===== src/rtl/dmae_pkg.sv =====
// Shared encodings of the block transfer engine.
// Assumes the control word is 16 bits wide with the trigger select in its upper byte.
package dmae_pkg;
    localparam int CB_EN   = 0;
    localparam int CB_DIR  = 1;
    localparam int CB_BYTE = 2;
    localparam int CB_INC  = 3;
    localparam int CB_RPT  = 4;
    localparam int CB_PP   = 5;
    localparam int CB_HALF = 6;
    localparam int CB_PIND = 7;
    localparam int SEL_W   = 8;
    localparam int CTRL_W  = 16;
    localparam int FLD_W   = 3;

    typedef enum logic [FLD_W-1:0] {
        F_CTRL  = 3'd0,
        F_PADDR = 3'd1,
        F_BUFA  = 3'd2,
        F_BUFB  = 3'd3,
        F_COUNT = 3'd4,
        F_FORCE = 3'd5
    } fld_e;

    typedef enum logic [1:0] {
        PH_IDLE = 2'd0,
        PH_RD   = 2'd1,
        PH_WR   = 2'd2
    } phase_e;
endpackage


===== src/rtl/dmae_chan.sv =====
// One transfer channel: holds its configuration, latches requests and tracks
// block progress. It raises one-cycle block and half-block pulses.
// Assumes grant and done arrive from the sequencer and are never high together.
module dmae_chan
    import dmae_pkg::*;
#(
    parameter int AW   = 16,
    parameter int CW   = 10,
    parameter int NSRC = 64
) (
    input  logic              clk,
    input  logic              rst_n,
    input  logic              wr_en,
    input  logic [FLD_W-1:0]  wr_field,
    input  logic [AW-1:0]     wr_data,
    input  logic [NSRC-1:0]   lines,
    input  logic              grant,
    input  logic              done,
    output logic [CTRL_W-1:0] ctrl_o,
    output logic [AW-1:0]     paddr_o,
    output logic [AW-1:0]     ptr_o,
    output logic              pend_o,
    output logic              irq_blk_o,
    output logic              irq_half_o
);
    logic [CTRL_W-1:0] ctrl;
    logic [AW-1:0]     paddr, bufa, bufb, ptr;
    logic [CW-1:0]     cnt, idx;
    logic              bsel, pend, trig;
    logic              ctrl_wr, force_wr, last, half_pt;
    logic [SEL_W-1:0]  sel;
    logic [AW-1:0]     step;

    assign sel      = ctrl[CTRL_W-1 -: SEL_W];
    assign ctrl_wr  = wr_en && (wr_field == F_CTRL);
    assign force_wr = wr_en && (wr_field == F_FORCE);
    assign last     = (idx == cnt);
    assign half_pt  = (idx == (cnt >> 1));
    assign step     = ctrl[CB_BYTE] ? AW'(1) : AW'(2);

    // Pick the selected trigger line; codes beyond the line count never fire.
    always_comb begin
        trig = 1'b0;
        for (int i = 0; i < NSRC; i++) begin
            if (sel == SEL_W'(i)) trig = lines[i];
        end
    end

    // Configuration, request latch and block progress.
    always_ff @(posedge clk) begin
        if (!rst_n) begin
            ctrl  <= '0;
            paddr <= '0;
            bufa  <= '0;
            bufb  <= '0;
            cnt   <= '0;
            idx   <= '0;
            ptr   <= '0;
            bsel  <= 1'b0;
            pend  <= 1'b0;
        end else if (ctrl_wr) begin
            ctrl <= wr_data[CTRL_W-1:0];
            idx  <= '0;
            bsel <= 1'b0;
            ptr  <= bufa;
            pend <= 1'b0;
        end else begin
            if (wr_en) begin
                case (wr_field)
                    F_PADDR: paddr <= wr_data;
                    F_BUFA:  bufa  <= wr_data;
                    F_BUFB:  bufb  <= wr_data;
                    F_COUNT: cnt   <= wr_data[CW-1:0];
                    default: ;
                endcase
            end
            if (done) begin
                if (last) begin
                    if (ctrl[CB_RPT]) begin
                        idx  <= '0;
                        bsel <= bsel ^ ctrl[CB_PP];
                        ptr  <= (bsel ^ ctrl[CB_PP]) ? bufb : bufa;
                    end else begin
                        ctrl[CB_EN] <= 1'b0;
                    end
                end else begin
                    idx <= idx + CW'(1);
                    if (ctrl[CB_INC]) ptr <= ptr + step;
                end
            end
            if (done && last && !ctrl[CB_RPT]) pend <= 1'b0;
            else pend <= (pend && !grant) || (ctrl[CB_EN] && (trig || force_wr));
        end
    end

    // Interrupt pulses, one cycle after the element's write.
    always_ff @(posedge clk) begin
        if (!rst_n) begin
            irq_blk_o  <= 1'b0;
            irq_half_o <= 1'b0;
        end else begin
            irq_blk_o  <= done && last;
            irq_half_o <= done && ctrl[CB_HALF] && half_pt;
        end
    end

    assign ctrl_o  = ctrl;
    assign paddr_o = paddr;
    assign ptr_o   = ptr;
    assign pend_o  = pend;


    disabled_no_pend_chk: assert property (@(posedge clk) disable iff (!rst_n)
        !ctrl[CB_EN] |-> !pend);

    oneshot_stop_chk: assert property (@(posedge clk) disable iff (!rst_n)
        (done && last && !ctrl[CB_RPT] && !ctrl_wr) |=> (!ctrl[CB_EN] && irq_blk_o));

    half_src_chk: assert property (@(posedge clk) disable iff (!rst_n)
        irq_half_o |-> ($past(done) && $past(ctrl[CB_HALF])));
endmodule


===== src/rtl/dmae_arb.sv =====
// Fixed-priority arbiter: channel 0 wins over all others.
// Assumes enable is high only in slots where a new element may start.
module dmae_arb #(
    parameter int NCH = 4,
    localparam int CHW = $clog2(NCH)
) (
    input  logic           clk,
    input  logic           rst_n,
    input  logic [NCH-1:0] req,
    input  logic           enable,
    output logic [NCH-1:0] grant,
    output logic [CHW-1:0] win,
    output logic           any
);
    // Scan from the lowest priority upward so the lowest index is kept last.
    always_comb begin
        grant = '0;
        win   = '0;
        for (int i = NCH - 1; i >= 0; i--) begin
            if (req[i]) begin
                grant    = '0;
                grant[i] = enable;
                win      = CHW'(i);
            end
        end
    end

    assign any = enable && (|req);


    grant_onehot_chk: assert property (@(posedge clk) disable iff (!rst_n)
        $onehot0(grant));

    generate
        for (genvar g = 1; g < NCH; g++) begin : g_prio

            lower_first_chk: assert property (@(posedge clk) disable iff (!rst_n)
                grant[g] |-> (req[g-1:0] == '0));
        end
    endgenerate
endmodule


===== src/rtl/dmae_seq.sv =====
// Bus sequencer: a granted element gets a read cycle, then a write cycle, then
// the engine arbitrates again. Drives the single-cycle bus from the granted
// channel's configuration.
// Assumes bus_rdata is valid during the read cycle.
module dmae_seq
    import dmae_pkg::*;
#(
    parameter int NCH = 4,
    parameter int AW  = 16,
    parameter int DW  = 16,
    localparam int CHW = $clog2(NCH)
) (
    input  logic                        clk,
    input  logic                        rst_n,
    input  logic                        any,
    input  logic [CHW-1:0]              win,
    input  logic [NCH-1:0][CTRL_W-1:0]  ctrl,
    input  logic [NCH-1:0][AW-1:0]      paddr,
    input  logic [NCH-1:0][AW-1:0]      ptr,
    input  logic [NCH-1:0][AW-1:0]      pi_addr,
    input  logic [DW-1:0]               bus_rdata,
    output logic                        idle,
    output logic [NCH-1:0]              done,
    output logic                        bus_valid,
    output logic                        bus_we,
    output logic                        bus_byte,
    output logic [AW-1:0]               bus_addr,
    output logic [DW-1:0]               bus_wdata
);
    phase_e            phase;
    logic [CHW-1:0]    gch;
    logic [AW-1:0]     pil, sram_a;
    logic [DW-1:0]     dat;
    logic [CTRL_W-1:0] gctl;

    // Phase progression and capture of the element in flight.
    always_ff @(posedge clk) begin
        if (!rst_n) begin
            phase <= PH_IDLE;
            gch   <= '0;
            pil   <= '0;
            dat   <= '0;
        end else begin
            case (phase)
                PH_IDLE: if (any) begin
                    phase <= PH_RD;
                    gch   <= win;
                    pil   <= pi_addr[win];
                end
                PH_RD: begin
                    dat   <= bus_rdata;
                    phase <= PH_WR;
                end
                default: phase <= PH_IDLE;
            endcase
        end
    end

    assign idle = (phase == PH_IDLE);
    assign gctl = ctrl[gch];

    // Element-done strobe towards the granted channel.
    always_comb begin
        done = '0;
        if (phase == PH_WR) done[gch] = 1'b1;
    end

    assign sram_a    = gctl[CB_PIND] ? pil : ptr[gch];
    assign bus_valid = (phase != PH_IDLE);
    assign bus_we    = (phase == PH_WR);
    assign bus_byte  = bus_valid && gctl[CB_BYTE];
    assign bus_addr  = !bus_valid ? '0 :
                       (((phase == PH_RD) ^ gctl[CB_DIR]) ? paddr[gch] : sram_a);
    assign bus_wdata = !bus_we ? '0 :
                       (gctl[CB_BYTE] ? {{(DW-8){1'b0}}, dat[7:0]} : dat);


    read_then_write_chk: assert property (@(posedge clk) disable iff (!rst_n)
        (bus_valid && !bus_we) |=> (bus_valid && bus_we));

    write_then_slot_chk: assert property (@(posedge clk) disable iff (!rst_n)
        bus_we |=> !bus_valid);

    write_same_chan_chk: assert property (@(posedge clk) disable iff (!rst_n)
        bus_we |-> $stable(gch));
endmodule


===== src/rtl/dma_quad_engine.sv =====
// Top of the block transfer engine: four channels, a fixed-priority arbiter
// and a bus sequencer.
// Assumes AW >= 16 (control word width) and DW >= 8.
module dma_quad_engine
    import dmae_pkg::*;
#(
    parameter int NCH  = 4,
    parameter int AW   = 16,
    parameter int DW   = 16,
    parameter int CW   = 10,
    parameter int NSRC = 64,
    localparam int CHW = $clog2(NCH)
) (
    input  logic              clk,
    input  logic              rst_n,
    input  logic              cfg_we,
    input  logic [CHW-1:0]    cfg_ch,
    input  logic [FLD_W-1:0]  cfg_field,
    input  logic [AW-1:0]     cfg_wdata,
    input  logic [NSRC-1:0]   trig_lines,
    input  logic [NCH*AW-1:0] pi_addr,
    output logic              bus_valid,
    output logic              bus_we,
    output logic              bus_byte,
    output logic [AW-1:0]     bus_addr,
    output logic [DW-1:0]     bus_wdata,
    input  logic [DW-1:0]     bus_rdata,
    output logic [NCH-1:0]    irq_blk,
    output logic [NCH-1:0]    irq_half
);
    logic [NCH-1:0][CTRL_W-1:0] ctrl_v;
    logic [NCH-1:0][AW-1:0]     paddr_v, ptr_v, pi_v;
    logic [NCH-1:0]             pend_v, grant_v, done_v;
    logic [CHW-1:0]             win;
    logic                       any, idle;

    assign pi_v = pi_addr;

    generate
        for (genvar c = 0; c < NCH; c++) begin : g_ch
            dmae_chan #(.AW(AW), .CW(CW), .NSRC(NSRC)) u_chan (
                .clk        (clk),
                .rst_n      (rst_n),
                .wr_en      (cfg_we && (cfg_ch == CHW'(c))),
                .wr_field   (cfg_field),
                .wr_data    (cfg_wdata),
                .lines      (trig_lines),
                .grant      (grant_v[c]),
                .done       (done_v[c]),
                .ctrl_o     (ctrl_v[c]),
                .paddr_o    (paddr_v[c]),
                .ptr_o      (ptr_v[c]),
                .pend_o     (pend_v[c]),
                .irq_blk_o  (irq_blk[c]),
                .irq_half_o (irq_half[c])
            );
        end
    endgenerate

    dmae_arb #(.NCH(NCH)) u_arb (
        .clk    (clk),
        .rst_n  (rst_n),
        .req    (pend_v),
        .enable (idle),
        .grant  (grant_v),
        .win    (win),
        .any    (any)
    );

    dmae_seq #(.NCH(NCH), .AW(AW), .DW(DW)) u_seq (
        .clk       (clk),
        .rst_n     (rst_n),
        .any       (any),
        .win       (win),
        .ctrl      (ctrl_v),
        .paddr     (paddr_v),
        .ptr       (ptr_v),
        .pi_addr   (pi_v),
        .bus_rdata (bus_rdata),
        .idle      (idle),
        .done      (done_v),
        .bus_valid (bus_valid),
        .bus_we    (bus_we),
        .bus_byte  (bus_byte),
        .bus_addr  (bus_addr),
        .bus_wdata (bus_wdata)
    );


    blk_after_write_chk: assert property (@(posedge clk) disable iff (!rst_n)
        (|irq_blk) |-> ($past(bus_we) && !bus_valid));
endmodule


===== config.mk =====
export PLATFORM = sky130hd
export DESIGN_NAME = dma_quad_engine
export DESIGN_NICKNAME = d
export VERILOG_FILES = /design/src/rtl/dmae_pkg.sv /design/src/rtl/dmae_chan.sv /design/src/rtl/dmae_arb.sv /design/src/rtl/dmae_seq.sv /design/src/rtl/dma_quad_engine.sv
export SDC_FILE = /design/constraint.sdc
export NUM_CORES = 2
export LEC_CHECK = 0
export ABC_AREA = 1
export ABC_CLOCK_PERIOD_IN_PS = 4400
export BUFFER_PORTS_ARGS = -buffer_cell sky130_fd_sc_hd__buf_2
export CAP_MARGIN = 5
export CORE_UTILIZATION = 61
export DETAILED_ROUTE_END_ITERATION = 10
export PLACE_DENSITY = 0.87
export SYNTH_ARGS = -nofsm -noshare
export SYNTH_HDL_FRONTEND = slang
export SYNTH_SLANG_ARGS = --single-unit

===== constraint.sdc =====
create_clock -name clk -period 4.4 [get_ports clk]
set_input_delay 0 -clock clk [delete_from_list [all_inputs] [get_ports clk]]
set_output_delay 0 -clock clk [all_outputs]
set_load 0.02 [all_outputs]

; Yosys cells after proc, flatten, opt, wreduce, memory -nomap -nowiden
; Cells that the tools add are included.
[word_totals]
register_bits = 452
in_bits = 168
out_inout_bits = 43
elab_cells = 807
[classes]
n_addsub = 8
n_lt_le_gt_ge = 3
n_eq_ne = 283
n_mux = 334
bitwise = 10
n_reduce_logical = 117
[op_table]
columns = op, count
row1 = 8-bit by 6-bit equality test with 1-bit output (second input constant), 128
row2 = 8-bit by 5-bit equality test with 1-bit output (second input constant), 64
row3 = 16-bit two-way mux, 32
row4 = 1-bit two-way mux, 273
row5 = 8-bit by 4-bit equality test with 1-bit output (second input constant), 32
row6 = 16-bit binary-select mux with 2-bit select, 4
row7 = 8-bit by 3-bit equality test with 1-bit output (second input constant), 16
row8 = 3-bit AND reduction, 28
row9 = 10-bit two-way mux, 8
row10 = 16-bit adder, 4
row11 = 8-bit by 2-bit equality test with 1-bit output (second input constant), 8
row12 = 10-bit by 1-bit adder with 10-bit output (second input constant), 4
row13 = 10-bit equality test, 4
row14 = 10-bit by 9-bit equality test with 1-bit output, 4
row15 = 1-bit logical AND, 39
row16 = 8-bit by 1-bit equality test with 1-bit output (second input constant), 4
row17 = 8-bit logical NOT, 4
row18 = 4-bit two-way mux, 5
row19 = 2-bit two-way mux, 9
row20 = 2-bit nonzero test, 9
row21 = 3-bit by 1-bit inequality test with 1-bit output (second input constant), 4
row22 = 3-bit nonzero test, 4
row23 = 3-bit OR reduction, 4
row24 = 2-bit inequality test (second input constant), 5
row25 = other kinds (20), 59

; Longest topological paths before layout
[depth]
word_depth = 68
depth_mapped = 46

; By module
; From an unflattened synthesis, not the netlist that was laid out.
[unflattened]
cells_unflattened = 4158
hier_area_um2 = 26230.2
[by_module_without_submodules]
columns = mod, instances, cells_per_inst, area_each_um2, seq_area_each_um2
row1 = dmae_chan at g_ch[0].u_chan ..., 2, 848, 5579.1, 2082.0
row2 = dmae_chan at g_ch[3].u_chan, 1, 854, 5685.5, 2082.0
row3 = dmae_chan at g_ch[2].u_chan, 1, 839, 5565.3, 2082.0
row4 = dmae_seq, 1, 746, 3727.3, 720.7
row5 = dmae_arb, 1, 15, 63.8, 0.0
row6 = dma_quad_engine, 1, 8, 30.0, 0.0

; Least setup slack after synthesis
; Ideal clock, no wire load.
[synth_path]
path_type = flip-flop to flip-flop
startpoint = register g_ch[0].u_chan.ctrl[10]
endpoint = register g_ch[0].u_chan.pend
arrival_time_ns = 3.017
required_ns = 4.284
setup_slack_ns = 1.267
path_stages_with_launch = 45
path_buffers = 0
synth_period_minus_slack_ns = 3.133
path_cell_list = dfxtp_1 -> inv_2 -> nor2_4 -> nand2_1 -> o21a_1 -> nand2_1 -> nand2_1 -> nand2_1 -> nand2_1 -> nand2_1 -> nand2_1 -> nand2_1 -> nand2_1 -> nand2_1 -> nand2_1 -> nand2_1 -> nand2_1 -> nand2_1 -> [... 9 more ...] -> nand2_1 -> nand4_1 -> nand2_1 -> nand2_1 -> nand2_1 -> nand4_1 -> nand2_1 -> nand2_1 -> nand2_1 -> nand4_1 -> nor2_1 -> nand4_1 -> nor2_1 -> nand4_1 -> nor2_1 -> nand4_1 -> nand2_1 -> a21oi_1
[synth_via]
elab_chain_cells = 68
word_cells_on_any_way = 131
classes_between = 63 x eq/ne / 64 x mux / 4 x reduce/logical
[synth_lines]
columns = element, line
row1 = start: declaration, dmae_chan.sv:26  ; logic [CTRL_W-1:0] ctrl;
row2 = start signal: assignment, dmae_chan.sv:62  ; ctrl <= wr_data[CTRL_W-1:0];
row3 = 8-bit logical NOT, dmae_chan.sv:45  ; if (sel == SEL_W'(i)) trig = lines[i];
row4 = 1-bit two-way mux (63 in a row), dmae_chan.sv:45
row5 = 1-bit two-way mux (*), dmae_chan.sv:45
row6 = 1-bit logical OR (*), dmae_chan.sv:92  ; else pend <= (pend && !grant) || (ctrl[CB_EN] && (trig || force_wr));
row7 = 1-bit logical AND (*), dmae_chan.sv:92
row8 = 1-bit logical OR (*), dmae_chan.sv:92
row9 = end signal: assignment, dmae_chan.sv:92
row10 = end: declaration, dmae_chan.sv:29  ; logic bsel, pend, trig;
; Mark *: on every way between the ends. The rest lies on a longest branch, timed or not.
; A chain may end at the register's enable or synchronous reset.

; Worst setup path after layout
[layout_path]
startpoint = register u_seq.phase[1]
endpoint = output port bus_addr[14]
[layout_via]
elab_chain_cells = 4
word_cells_on_any_way = 5
classes_between = 1 x eq/ne / 2 x mux / 1 x bitwise / 1 x reduce/logical
[layout_lines]
columns = element, line
row1 = start: declaration, dmae_seq.sv:30  ; phase_e phase;
row2 = start signal: assignment, dmae_seq.sv:39  ; phase <= PH_IDLE;
row3 = start signal: assignment, dmae_seq.sv:46  ; phase <= PH_RD;
row4 = start signal: assignment, dmae_seq.sv:52  ; phase <= PH_WR;
row5 = 2-bit by 1-bit equality test with 1-bit output, dmae_seq.sv:73  ; (((phase == PH_RD) ^ gctl[CB_DIR]) ? paddr[gch] : sram_a);
row6 = 1-bit bitwise XOR, dmae_seq.sv:73
row7 = 16-bit two-way mux, dmae_seq.sv:73
row8 = 16-bit two-way mux (*), dmae_seq.sv:72  ; assign bus_addr = !bus_valid ? '0 :
row9 = end: declaration, dma_quad_engine.sv:25  ; output logic [AW-1:0] bus_addr,
; Marks and branches as above.

==> out/qor.csv <==
metric;value;unit
largest net degree at the start of global routing;163;
Critical Path Sink Type;output port;
post-synthesis cell area;25100;um2
Pwr per Cell Area;323;nW/um2
# rows;73;
number of synthesized flops with an enable pin;0;
initial antenna violation count;3;
Area growth, synth to finish;14.6;%
final setup skew;0.0400;ns
layout cells sized above 1;10.7;%
RSZ-0062 raised after global routing;true;
via count;28500;
TritonCTS clock tree;done;
CP Launch Type;flop;
Max Cap Viol;0;
static leakage;11.9;nW
VDD IR max;0.374;mV
hold_sp;rst_n;
WL final;98000;um
GR Util All Layers;46.0;%
largest cells by area after synthesis;dfxtp_1, nor2_1, o21ai_0;
Seq cells post-synth;452;
residual DRC count;0;
drt pass-1 iters;9;
GPL Wtd Cong;1.14;
Final setup violation count;0;
Die Wd;205;um
overall die area;41900;um2
Rel. slew slack;24.4;%
area of the multi-input gates;13500;um2
worst path required time;4.40;ns
initial DRC count;3873;
Net Count, Synth;4009;
DR WL/cell;21.5;um
post-synth cell types;50;
FF+latch area;9050;um2
htree depth;2;
Finished Layout Cells;4556;
die height;205;um
Setup WS post-layout;0.495;ns
FF-to-FF Start;g_ch[0].u_chan.ctrl_o[8];
share of the synthesized area in the top cell type;36.1;%
Final Hold Fails;0;
clk root buf;clkbuf_16;
Worst Path Max Fanout;32;
# clock sinks;452;
vias in the first global route;26700;
worst skew pair latency;0.61;ns
CTS buffer count;46;
WS Path Type;reg -> out;
Longest Clk Path Bufs;3;
Final Max Slew Viols;0;
setup TNS;0;ns
first-pass GRT wire length;149000;um
average size of a mapped cell;6.56;um2
GR Overflow Total;0;
Hold WS;0.0277;ns
filler cell count;3265;
fin crit share;88.7;%
Max Fclk;0.256;GHz
final net count;4178;
vias per cell;6.27;
Synth area leader;dfxtp_1;
dpl cells;4408;
Port Buf Inserts;210;
worst min path class;in -> reg;
Final ANT Viol Nets;0;
CP Data Arrival Time;3.90;ns
Post-synth ARST share;0;%
Reg clk slew, reported paths;0.06;ns
Mapped Cells;3825;
synth warn;0;
IO Count;211;
most common cell after layout, fill and taps aside;nor2_1;
slew at the pin closest to its max-slew limit;1.13;ns
fin crit period;3.90;ns
DPL Wire Length;64200;um
sequential area share after synthesis;36.1;%
commonest non-fill, non-tap cells in the layout;nor2_1, o21ai_0, dfxtp_1;
CORE AREA;40100;um2
Tot Pwr;9.30;mW
status;completed;
ys flop type;dfxtp_1;
Initial Utilization;62.6;%
dpl ws;0.477;ns
Crit. Startpoint;u_seq.phase[1];
path summary, 6_finish.rpt:
kind | endpoint | slack, ns | cells past startpoint
worst max-delay path | bus_addr[14] | 0.50 | 8
worst min-delay path | g_ch[1].u_chan.ctrl_o[15] | 0.03 | 3
worst max register to register | g_ch[0].u_chan.pend_o | 0.50 | 43
worst min register to register | g_ch[2].u_chan.bufb[4] | 0.45 | 2
report_power, final:
group,total [mW],internal (mW),switching [mW]
clock,4.25,2.52,1.72
combinational,0.876,0.257,0.619
sequential,4.17,4.14,0.0312
stage by stage:
stage                     area [um2]  util [%]
after CTS                      28700      71.5
after detailed placement       26500      66.0
after global placement         26500      66.0
after floorplan                25100         -
final                          28700      71.7
after global routing           28700      71.7
synth_stat cells, types with 18 or more instances:
library cell	instances
a211oi_1	35
a21oi_1	232
a221oi_1	20
a31o_2	28
a31oi_1	26
clkbuf_1	187
dfxtp_1	452
inv_1	450
nand2_1	440
nand3_1	150
nand4_1	111
nor2_1	703
nor3_1	93
nor4_1	30
o211ai_1	25
o21ai_0	526
o22ai_1	51
xnor2_1	18
xor2_1	57
cells by family (layout without fill, tap and decap cells):
kind of cell	count (synthesis)	in the layout	synth area share, %
AND/OR/NAND/NOR	1576	1576	26.9
flip-flops	452	452	36.1
AO/OA/AOI/OAI	1023	1023	23.1
XOR/XNOR	75	75	2.62
other	0	3	0
adder cells (fa/ha/maj)	16	16	0.918
buffers and inverters	683	886	10.4
flip-flops by register name, indices dropped and copies added (netlist names), 4 cells and up:
| register | flops |
|---|---|
| g_ch.u_chan.paddr_o | 64 |
| g_ch.u_chan.bufb | 64 |
| g_ch.u_chan.pend_o | 4 |
| g_ch.u_chan.ptr_o | 64 |
| u_seq.dat | 16 |
| g_ch.u_chan.irq_half_o | 4 |
| g_ch.u_chan.irq_blk_o | 4 |
| g_ch.u_chan.cnt | 40 |
| g_ch.u_chan.bsel | 4 |
| g_ch.u_chan.idx | 40 |
| g_ch.u_chan.bufa | 64 |
| g_ch.u_chan.ctrl_o | 64 |
| u_seq.pil | 16 |
what timing repair did:
item	4_1_cts	5_1_grt
endpoints found under the setup margin	0	3
gates resized for setup	0	13
hold buffers	58	0
buffers inserted	0	5
endpoints found under the hold margin	93	0
worst max-delay path: stages, from the launching register on:
cell      delay (ns)
dfxtp_1         0.33
inv_1           0.05
nand2_1         0.60
clkinv_1        0.55
xor2_1          0.28
inv_1           0.63
o21ai_0         0.27
a41oi_1         0.33
buf_2           0.25
metal layers:
metal | vias to the layer above | part of all wire, % | GRT usage [%]
li1 | 13100 | - | -
met3 | 574 | 13 | 11.8
met4 | 4 | 8.5 | 33.2
met2 | 2046 | 43 | 71.5
met1 | 12800 | 36 | 55.0
met5 | - | 0.026 | 0
cell type report:
cell class	count	area share [%]
multi-input cells	2690	46.9
flip-flops and latches	452	31.5
clock buffers	63	4.61
clock inverters	19	1.06
inverters	471	6.15
diodes	3	0.0261
well taps	525	2.29
repair buffers	333	7.45
Power figures use the tool's default switching activity.
